===== src/rtl/tt_pkg.sv =====
package tt_pkg;

    typedef enum logic [1:0] {
        ST_IDLE  = 2'd0,
        ST_COUNT = 2'd1,
        ST_WRAP  = 2'd2
    } tt_state_e;

    localparam logic [1:0] IDX_CTRL = 2'd0;
    localparam logic [1:0] IDX_RLD  = 2'd1;
    localparam logic [1:0] IDX_CUR  = 2'd2;
    localparam logic [1:0] IDX_CAL  = 2'd3;

    localparam int BIT_EN   = 0;
    localparam int BIT_TINT = 1;
    localparam int BIT_CSRC = 2;
    localparam int BIT_FLAG = 16;

    localparam int BUS_W = 32;

endpackage


===== src/rtl/tt_core.sv =====
module tt_core
    import tt_pkg::*;
#(
    parameter int CNT_W = 24
) (
    input  logic             clk,
    input  logic             rst_n,
    input  logic             start,
    input  logic             stop,
    input  logic             zero_req,
    input  logic [CNT_W-1:0] reload,
    output logic [CNT_W-1:0] cnt,
    output logic             wrap_evt
);

    localparam logic [CNT_W-1:0] ONE = CNT_W'(1);

    tt_state_e        state_q, state_d;
    logic [CNT_W-1:0] cnt_q, cnt_d;

    // state register
    always_ff @(posedge clk or negedge rst_n) begin
        if (!rst_n) begin
            state_q <= ST_IDLE;
            cnt_q   <= '0;
        end else begin
            state_q <= state_d;
            cnt_q   <= cnt_d;
        end
    end

    // next state and outputs
    always_comb begin
        state_d  = state_q;
        cnt_d    = cnt_q;
        wrap_evt = 1'b0;
        unique case (state_q)
            ST_IDLE: begin
                if (start) begin
                    cnt_d   = reload;
                    state_d = ST_COUNT;
                end
            end
            ST_COUNT: begin
                if (cnt_q == ONE) begin
                    cnt_d    = '0;
                    wrap_evt = 1'b1;
                    state_d  = ST_WRAP;
                end else if (cnt_q == '0) begin
                    cnt_d = reload;
                end else begin
                    cnt_d = cnt_q - ONE;
                end
            end
            ST_WRAP: begin
                cnt_d   = reload;
                state_d = ST_COUNT;
            end
            default: state_d = ST_IDLE;
        endcase
        if (stop) begin
            state_d  = ST_IDLE;
            cnt_d    = cnt_q;
            wrap_evt = 1'b0;
        end
        if (zero_req) begin
            cnt_d    = '0;
            wrap_evt = 1'b0;
            if (state_d != ST_IDLE) state_d = ST_COUNT;
        end
    end

    assign cnt = cnt_q;

endmodule


===== src/rtl/tt_regs.sv =====
module tt_regs
    import tt_pkg::*;
#(
    parameter int          CNT_W     = 24,
    parameter logic [31:0] CAL_VALUE = 32'h0000_2710
) (
    input  logic             clk,
    input  logic             rst_n,
    input  logic [3:0]       bus_addr,
    input  logic             bus_wr,
    input  logic [31:0]      bus_wdata,
    input  logic             bus_rd,
    input  logic             bus_dbg,
    output logic [31:0]      bus_rdata,
    input  logic             wrap_evt,
    input  logic [CNT_W-1:0] cnt,
    output logic             start,
    output logic             stop,
    output logic             zero_req,
    output logic [CNT_W-1:0] reload,
    output logic             en,
    output logic             flag,
    output logic             irq
);

    localparam int PAD_W = BUS_W - CNT_W;

    logic [1:0]       idx;
    logic             ctrl_wr, rld_wr, rd_clr;
    logic             en_q, tint_q, flag_q, irq_q, flag_d;
    logic [CNT_W-1:0] rld_q;
    logic [31:0]      ctrl_word;
    logic             wdata_unused;

    assign idx          = bus_addr[3:2];
    assign wdata_unused = ^{bus_wdata[31:17], bus_wdata[15:2], bus_addr[1:0]};
    assign ctrl_wr      = bus_wr && (idx == IDX_CTRL);
    assign rld_wr       = bus_wr && (idx == IDX_RLD);
    assign zero_req     = bus_wr && (idx == IDX_CUR);
    assign rd_clr       = bus_rd && !bus_dbg && (idx == IDX_CTRL);
    assign start        = ctrl_wr && bus_wdata[BIT_EN] && !en_q;
    assign stop         = ctrl_wr && !bus_wdata[BIT_EN] && en_q;

    always_comb begin
        flag_d = flag_q;
        if (wrap_evt)     flag_d = 1'b1;
        else if (ctrl_wr) flag_d = bus_wdata[BIT_FLAG];
        else if (rd_clr)  flag_d = 1'b0;
    end

    always_ff @(posedge clk or negedge rst_n) begin
        if (!rst_n) begin
            en_q   <= 1'b0;
            tint_q <= 1'b0;
            flag_q <= 1'b0;
            irq_q  <= 1'b0;
            rld_q  <= '0;
        end else begin
            flag_q <= flag_d;
            irq_q  <= wrap_evt && tint_q;
            if (ctrl_wr) begin
                en_q   <= bus_wdata[BIT_EN];
                tint_q <= bus_wdata[BIT_TINT];
            end
            if (rld_wr) rld_q <= bus_wdata[CNT_W-1:0];
        end
    end

    always_comb begin
        ctrl_word           = '0;
        ctrl_word[BIT_EN]   = en_q;
        ctrl_word[BIT_TINT] = tint_q;
        ctrl_word[BIT_CSRC] = 1'b1;
        ctrl_word[BIT_FLAG] = flag_q;
    end

    always_comb begin
        bus_rdata = '0;
        if (bus_rd) begin
            unique case (idx)
                IDX_CTRL: bus_rdata = ctrl_word;
                IDX_RLD:  bus_rdata = {{PAD_W{1'b0}}, rld_q};
                IDX_CUR:  bus_rdata = {{PAD_W{1'b0}}, cnt};
                IDX_CAL:  bus_rdata = CAL_VALUE;
            endcase
        end
    end

    assign reload = rld_q;
    assign en     = en_q;
    assign flag   = flag_q;
    assign irq    = irq_q;

endmodule


===== src/rtl/tick_timer.sv =====
module tick_timer #(
    parameter int          CNT_W     = 24,
    parameter logic [31:0] CAL_VALUE = 32'h0000_2710
) (
    input  logic        clk,
    input  logic        rst_n,
    input  logic [3:0]  bus_addr,
    input  logic        bus_wr,
    input  logic [31:0] bus_wdata,
    input  logic        bus_rd,
    input  logic        bus_dbg,
    output logic [31:0] bus_rdata,
    output logic        tick_irq
);

    logic             start_w, stop_w, zero_w, wrap_w, en_w, flag_w;
    logic [CNT_W-1:0] rld_w, cnt_w;

    tt_regs #(.CNT_W(CNT_W), .CAL_VALUE(CAL_VALUE)) u_regs (
        .clk(clk), .rst_n(rst_n),
        .bus_addr(bus_addr), .bus_wr(bus_wr), .bus_wdata(bus_wdata),
        .bus_rd(bus_rd), .bus_dbg(bus_dbg), .bus_rdata(bus_rdata),
        .wrap_evt(wrap_w), .cnt(cnt_w),
        .start(start_w), .stop(stop_w), .zero_req(zero_w),
        .reload(rld_w), .en(en_w), .flag(flag_w), .irq(tick_irq)
    );

    tt_core #(.CNT_W(CNT_W)) u_core (
        .clk(clk), .rst_n(rst_n),
        .start(start_w), .stop(stop_w), .zero_req(zero_w),
        .reload(rld_w), .cnt(cnt_w), .wrap_evt(wrap_w)
    );

endmodule


===== config.mk =====
export PLATFORM = sky130hd
export DESIGN_NAME = tick_timer
export DESIGN_NICKNAME = d
export VERILOG_FILES = /design/src/rtl/tt_pkg.sv /design/src/rtl/tt_core.sv /design/src/rtl/tt_regs.sv /design/src/rtl/tick_timer.sv
export SDC_FILE = /design/constraint.sdc
export NUM_CORES = 1
export LEC_CHECK = 0
export BUFFER_PORTS_ARGS = -buffer_cell sky130_fd_sc_hd__buf_2
export CELL_PAD_IN_SITES_DETAIL_PLACEMENT = 1
export CELL_PAD_IN_SITES_GLOBAL_PLACEMENT = 2
export CORE_MARGIN = 2
export CORE_UTILIZATION = 36
export CTS_CLUSTER_DIAMETER = 40
export DETAILED_ROUTE_END_ITERATION = 8
export PLACE_DENSITY = 0.86
export SYNTH_ARGS = -nofsm -noshare
export SYNTH_HDL_FRONTEND = slang
export SYNTH_SLANG_ARGS = --single-unit

===== constraint.sdc =====
create_clock -name clk -period 7.51 [get_ports clk]
set_input_delay 2.253 -clock clk [delete_from_list [all_inputs] [get_ports clk]]
set_output_delay 2.253 -clock clk [all_outputs]
set_load 0.005 [all_outputs]

=== After elaboration in Yosys (flattened, before gate mapping) ===
Index checks and enable logic that the tools add are counted.
W data, S select, Z words.

* Divide/modulo/power cells: 0
* Multipliers: 0
* Order comparisons: 0
* Mux-type cells: 21
* Equal/unequal tests: 8
* $add $sub $neg: 1
* Bitwise gates (word level): 0
* Reduce and logical (&&, ||, !) cells: 20
* Shifts and indexed selects: 0

{| class="wikitable"
|+ Operator list
! operator !! number
|-
| $pmux W32 S4 || 1
|-
| $mux W24 || 5
|-
| $pmux W24 S3 || 1
|-
| $mux W32 || 1
|-
| $eq A24 B1 Y1 const B || 1
|-
| $logic_not A24 Y1 || 1
|-
| $sub A24 B1 Y24 const B || 1
|-
| $logic_and A1 B1 Y1 || 10
|-
| $mux W2 || 5
|-
| $mux W1 || 7
|-
| $eq A2 B2 Y1 const B || 3
|-
| $pmux W2 S3 || 1
|-
| $eq A2 B1 Y1 const B || 2
|-
| $logic_not A2 Y1 || 2
|-
| $reduce_bool A4 Y1 || 1
|-
| $logic_not A1 Y1 || 3
|-
| $ne A3 B2 Y1 const B || 1
|-
| $reduce_and A3 Y1 || 1
|-
| $reduce_bool A3 Y1 || 1
|-
| $ne A2 B1 Y1 const B || 1
|-
| $reduce_bool A2 Y1 || 1
|}

* Word-level logic and storage cells: 57
* Bits in latches: 0
* Bits in registers: 54
* Memory bits (read-only): 0
* Output and inout port bits: 33
* Memories: 0
* Bits in writable memories: 0
* Bits of input ports: 41

=== Depth between registers and ports, before layout ===
Gate-level depths: netlist (run 1).

* Word-level depth: 10
* Depth in mapped cells: 9
* Gate-level depth less buffers: 8

=== Modules after synthesis ===
From an unflattened synthesis (run 1), not the netlist that was laid out.

* Cell total of the unflattened synthesis: 358
* Area, all modules: 3524.6 µm²

{| class="wikitable"
|+ By module, submodules not included
! module !! instances !! cells an instance !! area an instance (µm²)
|-
| tt_core || 1 || 210 || 1841.8
|-
| tt_regs || 1 || 148 || 1682.9
|}

=== Worst setup path before layout (run 1) ===
OpenSTA, ideal clock, no wires.

* Kind: input-to-output
* Start: input bus_addr[3]
* End: output bus_rdata[0]
* Stages: 7
* Arrival time: 3425 ps
* Data required time: 5257 ps
* Path buffers: 3
* Setup slack: 1832 ps
* Cell sequence: buf_1 nor2b_1 clkbuf_1 buf_1 nand2_1 o21ai_0 and2_1

* Word-level cells in the longest chain between the ends: 3

{| class="wikitable"
|+ Ends and longest elaborated chain
! what !! RTL line !! source
|-
| start, declared || tick_timer.sv:7 || <nowiki>input logic [3:0] bus_addr,</nowiki>
|-
| $eq A2 B2 Y1 (tied with other cells) || tt_regs.sv:80 || <nowiki>unique case (idx)</nowiki>
|-
| $pmux W32 S4 * || tt_regs.sv:80 ||
|-
| $mux W32 * || tt_regs.sv:79 || <nowiki>if (bus_rd) begin</nowiki>
|-
| end, declared || tick_timer.sv:12 || <nowiki>output logic [31:0] bus_rdata,</nowiki>
|}

Every way passes the cells marked *; elsewhere a longest branch is shown, timed or not. The select of a mux whose other input is x is not followed.

=== Worst setup path after layout (run 1) ===
* Start: input bus_addr[3]
* End: output bus_rdata[14]

The elaborated chain is that of the path after synthesis.

==> metrics.txt, run 1 <==
CORE AREA 0.00964 mm²; Chip Width approximately 100 µm; Worst Path Arrival 3.92 ns; reg-to-reg critical path startpoint u_core.cnt[6]; IO Port Bufs 55; Crit Reg-Reg Endpoint u_core.cnt[7]; TritonCTS buffer count 5; placed insts roughly 540; initial antenna violation count 0; sequential share of the synthesized area 0.383; Period minus WS final 6.17 ns; syn avg cell area 9.61 µm²; Skew-Pair Late Insertion Delay 0.31 ns; status finished, final reports clean; Top FF cell, synth dfrtp_1; final number of hold-violating endpoints 0; Tot GR Track Use 0.206; Synth Register Bits 54; Pleak 1.71 nW; Wirelength per Cell ~19 µm; Rows 36; grt total ovfl 0; Critical Path Sink Type output port; Synth Area in Compound Gates 0.225; CP required 5.26 ns; Mapped Area roughly 0.0035 mm²; H-tree levels 2; RD Place Congestion 0.841; detailed placement HPWL 7250 µm; Final ANT Viol Nets 0; Via density 5.64; Area growth, synth to finish 12.6%; Reg2Reg Depth 7; CP Class in2out; die height 103 µm; Worst Setup Start Kind input port; Final Total Pwr 1.32 mW; vias in the first global route 3187; Synth Area in XOR/XNOR 0.0149; die area 0.0106 mm²; post-cts sizing count 0; setup_tns 0 ns; fraction of layout cells with a size suffix above 1 0.251; boundary pin count 74; clock tree root buffer cell clkbuf_8; via count roughly 3100; CP Launch Point bus_addr[3]; # clock sinks 54; slack of the worst reg-to-reg path 4.73 ns; Slowest Stage Delay on Critical Path 0.56 ns; Synth Area in Simple Gates 0.209; CTS tree yes; largest family of logic cells by synthesized area compound AO/OA/AOI/OAI gates; worst-path fanout max 22; final WL 10400 µm; number of flops mapped to enable cells by yosys 0; Max Cap Violations 0; Worst slew margin 0.253; PwrDens 332 mW/mm²; clk buf depth 2; Tcrit/Tclk final 0.822; drt drc 0; CTS clk-pin slew, worst paths 0.10 ns; initial detailed-routing violation count 124; Max IR drop VDD roughly 100 µV; fraction of registers with async set/reset 1.00; largest net degree at the start of global routing 55; Post-Synth Adder-Cell Area 0.0213; CTS Hold Bufs 0; number of buffers added for setup after CTS 0; FMAX 0.162 GHz; Initial Util 0.366; Slew Viols, Final 0; distinct cell type count after synthesis slightly above 60; filler-free cell count of the finished design 547; DRT Pass-1 Iters 4; slowest CP cell nor2b_1; Layout Nets 460; unrepaired setup endpoints after global routing no; portion of netlist area occupied by mux cells 0.0912; clk_skew 0.00681 ns; end of the critical path bus_rdata[14]; Ys Warns 0; worst hold path type reg2reg; worst slew pin tran 1.12 ns; final setup vio count 0; first-pass GRT wire length 17000 µm; critical-path cell list buf_2, nor2b_1, buf_4, a22oi_1, nor2b_1, buf_2; cells after synthesis 367; Ant. Diodes 0
==> area by class of cell <==
cell class	instances	area, µm²
clock buffer	7	86.3
tap	133	166
timing repair buffer	60	313
fill	1150	5670
inverter	7	26.3
clock inverter	1	5.00
sequential	54	1350
multi-input combinational	285	2020
==> stage by stage <==
stage                      util  setup WS [ns]  instance area (µm²)  hold WS [ns]
after global routing      0.412           1.14                 3970         0.554
final                     0.412           1.34                 3970         0.539
after detailed placement  0.402           1.36                 3880         0.519
after CTS                 0.412           1.35                 3970         0.542
after floorplan               -           1.83                 3550         0.471
after global placement    0.402           1.42                 3880         0.498
==> flip-flops by register name (all words and copies together), names as in the netlist <==
register	cells
u_core.cnt	24
u_core.state_q	2
u_regs.reload	24
u_regs.tint_q	1
u_regs.en	1
u_regs.flag	1
u_regs.irq	1
==> power breakdown <==
part / internal (mW) / switching (mW) / total [mW]
logic: 0.261 / 0.401 / 0.663
clock network: 0.0749 / 0.102 / 0.177
registers: 0.368 / 0.111 / 0.479
total: 0.704 / 0.614 / 1.32
==> Yosys cell counts (3+ instances only) <==
library cell,number,share of area
xor2_1,3,0.0075
mux2_2,25,0.080
buf_4,10,0.021
and2_1,6,0.011
nor2b_1,25,0.044
a31oi_1,3,0.0053
buf_1,3,0.0032
nand2_1,26,0.028
o2bb2ai_1,7,0.017
nand2b_1,5,0.0089
nor3_1,11,0.016
nor4_1,7,0.012
mux2i_1,4,0.011
o21ai_1,4,0.0057
xnor2_1,3,0.0075
a21boi_0,5,0.011
a22oi_1,19,0.040
clkbuf_1,10,0.011
dfrtp_1,54,0.38
a221o_1,3,0.0085
or3_1,6,0.011
a21oi_1,10,0.014
a21o_1,4,0.0085
a21oi_2,3,0.0075
o22ai_1,3,0.0053
buf_2,3,0.0043
inv_1,7,0.0075
ha_1,6,0.021
o21ai_0,27,0.038
nor2_1,16,0.017
a22o_1,4,0.0099
==> cell usage in the layout (no fill, tap or decap), types with 4 or more instances in the layout <==
cell,synthesis,layout
buf_2,3,55
dfrtp_1,54,54
o21ai_0,27,27
nand2_1,26,26
nor2b_1,25,25
mux2_2,25,25
a22oi_1,19,19
nor2_1,16,16
nor3_1,11,11
a21oi_1,10,10
conb_1,1,8
inv_1,7,7
nor4_1,7,7
o2bb2ai_1,7,7
and2_1,6,6
or3_1,6,6
ha_1,6,6
clkbuf_8,0,6
a21boi_0,5,5
nand2b_1,5,5
buf_4,10,5
a21o_1,4,4
mux2i_1,4,4
a22o_1,4,4
o21ai_1,4,4
==> worst min path at each step <==
| stage | start | to | slack, ns | cells after the start |
|---|---|---|---|---|
| floorplan | u_regs.tint_q | u_regs.irq | 0.47 | 1 |
| global placement | u_regs.tint_q | u_regs.irq | 0.50 | 1 |
| detailed placement | u_regs.reload[9] | u_core.cnt[9] | 0.52 | 2 |
| CTS | u_regs.reload[18] | u_regs.reload[18] | 0.54 | 1 |
| global route | u_regs.reload[18] | u_regs.reload[18] | 0.55 | 1 |
| finish | u_regs.reload[18] | u_regs.reload[18] | 0.54 | 1 |
==> critical path, delay by kind of cell <==
kind	cells	cell delay, ns
buffers and inverters	3	0.85
and+or+nand+nor	2	0.70
AOI/OAI and AO/OA	1	0.11
==> layer usage <==
layer	track usage	share of wire	up-vias
met5	0	0	-
met4	0.0486	0.014	0
met3	0.0251	0.040	12
met2	0.345	0.48	63
met1	0.286	0.46	1569
li1	-	-	1439
==> logic make-up after synthesis <==
kind of cell,count (synthesis)
AND/OR/NAND/NOR,123
AO/OA/AOI/OAI,113
adder cells (fa/ha/maj),6
buffers and inverters,35
flip-flops,54
XOR/XNOR,6
multiplexers,29
other,1
No activity file was read; power rests on OpenSTA's default activity.
==> run 2: changes to the inputs <==
--- a/config.mk
+++ b/config.mk
@@ -9,10 +9,10 @@
 export CELL_PAD_IN_SITES_DETAIL_PLACEMENT = 1
 export CELL_PAD_IN_SITES_GLOBAL_PLACEMENT = 2
 export CORE_MARGIN = 2
-export CORE_UTILIZATION = 36
+export CORE_UTILIZATION = 31
 export CTS_CLUSTER_DIAMETER = 40
 export DETAILED_ROUTE_END_ITERATION = 8
-export PLACE_DENSITY = 0.86
+export PLACE_DENSITY = 0.78
 export SYNTH_ARGS = -nofsm -noshare
 export SYNTH_HDL_FRONTEND = slang
 export SYNTH_SLANG_ARGS = --single-unit
==> constraint.sdc (replaced) <==
create_clock -name clk -period 5.6 [get_ports clk]
set_input_delay 1.68 -clock clk [delete_from_list [all_inputs] [get_ports clk]]
set_output_delay 1.68 -clock clk [all_outputs]
set_load 0.005 [all_outputs]
==> metrics.txt, run 2 (synthesis results as in run 1) <==
status finished, final reports clean; final WL 10600 µm; Final Core Density 0.370; unrepaired setup endpoints after global routing no; detailed placement HPWL approximately 7500 µm; Reg2Reg Depth 8; end of the critical path bus_rdata[6]; Layout Nets 461; vias in the first global route 3253; largest net degree at the start of global routing 55; Pleak around 1.7 nW; clk_skew between 0.007 and 0.008 ns; via count 3049; IO Port Bufs 55; reg-to-reg critical path startpoint u_core.state_q[0]; setup_tns 0 ns; clk buf depth 2; first-pass GRT wire length about 18000 µm; FMAX 0.199 GHz; CTS Hold Bufs 0; slack of the worst reg-to-reg path 2.75 ns; post-cts sizing count 0; Hold Slack between 0.5 and 0.6 ns; Tcrit/Tclk final 0.898; filler-free cell count of the finished design 555; Critical Path Sink Type output port; grt total ovfl 0; die area 0.0122 mm²; Worst Setup Start Kind input port; Psw approximately 840 µW; DRT Pass-1 Iters 4; drt drc 0; CP Launch Point bus_addr[2]; final setup vio count 0; Power Internal 1.06 mW; Worst Path Arrival 3.35 ns; Period minus WS final roughly 5.0 ns; initial detailed-routing violation count 86; CTS tree yes; switching share of power 0.443; Max Cap Violations 0; Max IR drop VDD ~160 µV; Crit Reg-Reg Endpoint u_core.cnt[17]; clock tree root buffer cell clkbuf_16; most frequent cells in the layout 55 x buf_2, 54 x dfrtp_1, 27 x o21ai_0; RD Place Congestion 0.820; Final Total Pwr roughly 1.9 mW; # clock sinks 54; register share of total power 0.338; CTS clk-pin slew, worst paths 0.07 ns; boundary pin count 74; Via density 5.49; Skew-Pair Late Insertion Delay 0.31 ns; combinational power share 0.470; Wirelength per Cell between 15 and 20 µm; Chip Width 111 µm; H-tree levels 2; Clk pwr share 0.192; Final ANT Viol Nets 0; CORE AREA 0.0110 mm²; Initial Util 0.321; Worst slew margin 0.229; die height around 110 µm; initial antenna violation count 0; worst hold path type reg2reg; Ant. Diodes 0; final number of hold-violating endpoints 0; TritonCTS buffer count 5; number of buffers added for setup after CTS 0; fraction of layout cells with a size suffix above 1 0.253; Slew Viols, Final 0; worst-path fanout max 15; PwrDens ~470 mW/mm²; Tot GR Track Use 0.177; CP required 3.92 ns; Rows 38; worst slew pin tran 1.15 ns; CP Class in2out; commonest non-fill, non-tap cell in the layout buf_2; placed insts 547; Area growth, synth to finish 15.1%
[run 2: changes by cell type in the layout (fill, tap and decap cells not counted)]
cell / change
buf_4: +1
bufinv_16: +1
clkbuf_16: +5
clkbuf_8: -6
clkinv_2: -1
clkinvlp_4: +1
[run 2: worst min path at each step]
| stage | startpoint | to | slack [ns] | depth (start not counted) |
|---|---|---|---|---|
| floorplan | u_regs.tint_q | u_regs.irq | 0.47 | 1 |
| global placement | u_regs.tint_q | u_regs.irq | 0.49 | 1 |
| detailed placement | u_regs.tint_q | u_regs.irq | 0.50 | 1 |
| CTS | u_regs.tint_q | u_regs.irq | 0.52 | 1 |
| global route | u_regs.tint_q | u_regs.irq | 0.54 | 1 |
| finish | u_regs.tint_q | u_regs.irq | 0.51 | 1 |
[run 2: area by class of cell]
class,count,area (µm²)
Clock buffer,6,129
Timing Repair Buffer,61,320
Clock inverter,2,37.5
Tap cell,140,175
Fill cell,1277,6920
Multi-Input combinational cell,285,2020
Sequential cell,54,1350
Inverter,7,26.3
[run 2: critical path, stage by stage]
cell and delay [ns]:
buf_2 0.30, nor2b_1 0.67, buf_4 0.33, a22oi_1 0.09, nor2b_1 0.15, buf_2 0.13
[run 2: per-layer routing]
layer	part of all wire	GRT usage	vias up
li1	-	-	1445
met5	0	0	-
met2	0.48	0.306	56
met4	0.014	0.0558	0
met3	0.036	0.0279	10
met1	0.47	0.228	1538
[run 2: stage by stage]
stage	worst slack, ns	instance area, µm²
detailed placement	0.546	3890
finish	0.572	4060
global route	0.384	4060
floorplan	1.07	3550
CTS	0.507	4060
global placement	0.519	3890
[run 2: power by group through the flow]
| stage | clock (mW) | sequential, mW | combinational [mW] |
|---|---|---|---|
| after floorplan | 0 | 0.591 | 0.684 |
| after global placement | 0 | 0.641 | 0.867 |
| after detailed placement | 0 | 0.649 | 0.890 |
| after CTS | 0.378 | 0.640 | 0.895 |
| after global routing | 0.393 | 0.661 | 0.991 |
| final | 0.364 | 0.641 | 0.891 |
==> run 3: changes to the inputs <==
--- a/config.mk
+++ b/config.mk
@@ -13,6 +13,7 @@
 export CTS_CLUSTER_DIAMETER = 40
 export DETAILED_ROUTE_END_ITERATION = 8
 export PLACE_DENSITY = 0.78
+export REMOVE_ABC_BUFFERS = 1
 export SYNTH_ARGS = -nofsm -noshare
 export SYNTH_HDL_FRONTEND = slang
 export SYNTH_SLANG_ARGS = --single-unit
==> metrics.txt, run 3 (synthesis results as in run 1) <==
CTS Hold Bufs 0; initial antenna violation count 0; via count 3038; commonest non-fill, non-tap cell in the layout buf_2; H-tree levels 2; Max IR drop VDD ~150 µV; CTS tree yes; die height 111 µm; unrepaired setup endpoints after global routing no; final setup vio count 0; Skew-Pair Late Insertion Delay 0.30 ns; Slowest Stage Delay on Critical Path 0.55 ns; Worst slew margin 0.209; Wirelength per Cell 18.8 µm; Sequential cell area 0.00135 mm²; worst slew pin tran approximately 1.2 ns; placed insts 546; post-cts sizing count 0; area post-placement 0.00389 mm²; initial detailed-routing violation count 122; Critical Path Sink Type output port; CP Class in2out; most frequent cells in the layout 55 x buf_2, 54 x dfrtp_1, 27 x o21ai_0; Final Total Pwr 1.88 mW; reg-to-reg critical path startpoint u_core.state_q[0]; worst hold path type reg2reg; Final Cell Area 0.00405 mm²; CP required 3.92 ns; setup_tns 0 ns; clock tree root buffer cell clkbuf_16; Via density 5.48; detailed placement HPWL 7290 µm; hold path depth 1; Max Cap Violations 0; vias in the first global route 3229; drt drc 0; dpl ws 0.679 ns; Tcrit/Tclk final 0.879; Layout Nets 460; TritonCTS buffer count 5; Final ANT Viol Nets 0; CTS clk-pin slew, worst paths 0.08 ns; critical-path cell list buf_2, nor2b_1, buf_4, a22oi_1, nor2b_1, buf_2; grt total ovfl 0; Chip Width 111 µm; Reg2Reg Depth 8; status finished, final reports clean; Pleak 1.75 nW; final WL 10400 µm; slack of the worst reg-to-reg path 2.82 ns; Worst Setup Start Kind input port; final worst slack 0.680 ns; Rows 38; Slew Viols, Final 0; filler-free cell count of the finished design 554; boundary pin count 74; Area growth, synth to finish 14.9%; Period minus WS final 4.92 ns; slowest CP cell nor2b_1; worst-path fanout max 22; Min-Delay Endpoint u_regs.irq; RD Place Congestion between 0.8 and 0.9; largest net degree at the start of global routing 55; die area 0.0122 mm²; DRT Pass-1 Iters 4; FMAX ~0.20 GHz; Crit Reg-Reg Endpoint u_core.cnt[17]; CORE AREA 0.0110 mm²; PwrDens 464 mW/mm²; Ant. Diodes 0; Tot GR Track Use 0.171; clk_skew 0.0102 ns; fill count between 1000 and 1500; first-pass GRT wire length 17100 µm; fraction of layout cells with a size suffix above 1 0.254; multi-input logic area 0.00202 mm²; Initial Util 0.321; number of buffers added for setup after CTS 0; Worst Path Arrival around 3.2 ns; IO Port Bufs 55; # clock sinks 54; final number of hold-violating endpoints 0; Hold Crit Start u_regs.tint_q; clk buf depth 2
==> run 3: metal layers <==
metal	up-vias	routed length, µm	global-route usage
met1	1541	5090	0.229
met2	58	4880	0.283
li1	1433	-	-
met4	0	87	0.0508
met5	-	0	0
met3	6	331	0.0273
==> run 3: worst max path at each step <==
stage	start	end	depth (start not counted)	slack (ns)
2_1_floorplan	bus_addr[2]	bus_rdata[0]	4	1.25
3_3_place_gp	bus_addr[3]	bus_rdata[22]	6	0.69
3_5_place_dp	bus_addr[3]	bus_rdata[14]	6	0.68
4_1_cts	bus_addr[3]	bus_rdata[11]	6	0.65
5_1_grt	bus_addr[3]	bus_rdata[15]	6	0.52
6_report	bus_addr[3]	bus_rdata[23]	6	0.68
==> run 3: per-stage QoR <==
stage | hold slack, ns | util
final | 0.518 | 0.369
after CTS | 0.525 | 0.369
after floorplan | 0.471 | -
after detailed placement | 0.507 | 0.354
after global routing | 0.554 | 0.369
after global placement | 0.498 | 0.354
==> run 3: worst max-delay path, delay by kind of cell <==
family / cells / cell delay (ns)
buffers and inverters: 3 / 0.76
and+or+nand+nor: 2 / 0.67
AOI/OAI and AO/OA: 1 / 0.10
==> run 3: where the power goes <==
group	switching, mW	internal (mW)
clock	0.151	0.210
combinational	0.528	0.350
sequential	0.148	0.494
total	0.828	1.05
==> run 3: cell type report <==
type | instances | area share
Inverter | 7 | 0.00648
Timing Repair Buffer | 60 | 0.0772
Sequential cell | 54 | 0.333
Clock inverter | 3 | 0.00988
Clock buffer | 5 | 0.0309
Tap cell | 140 | 0.0432
Multi-Input combinational cell | 285 | 0.499
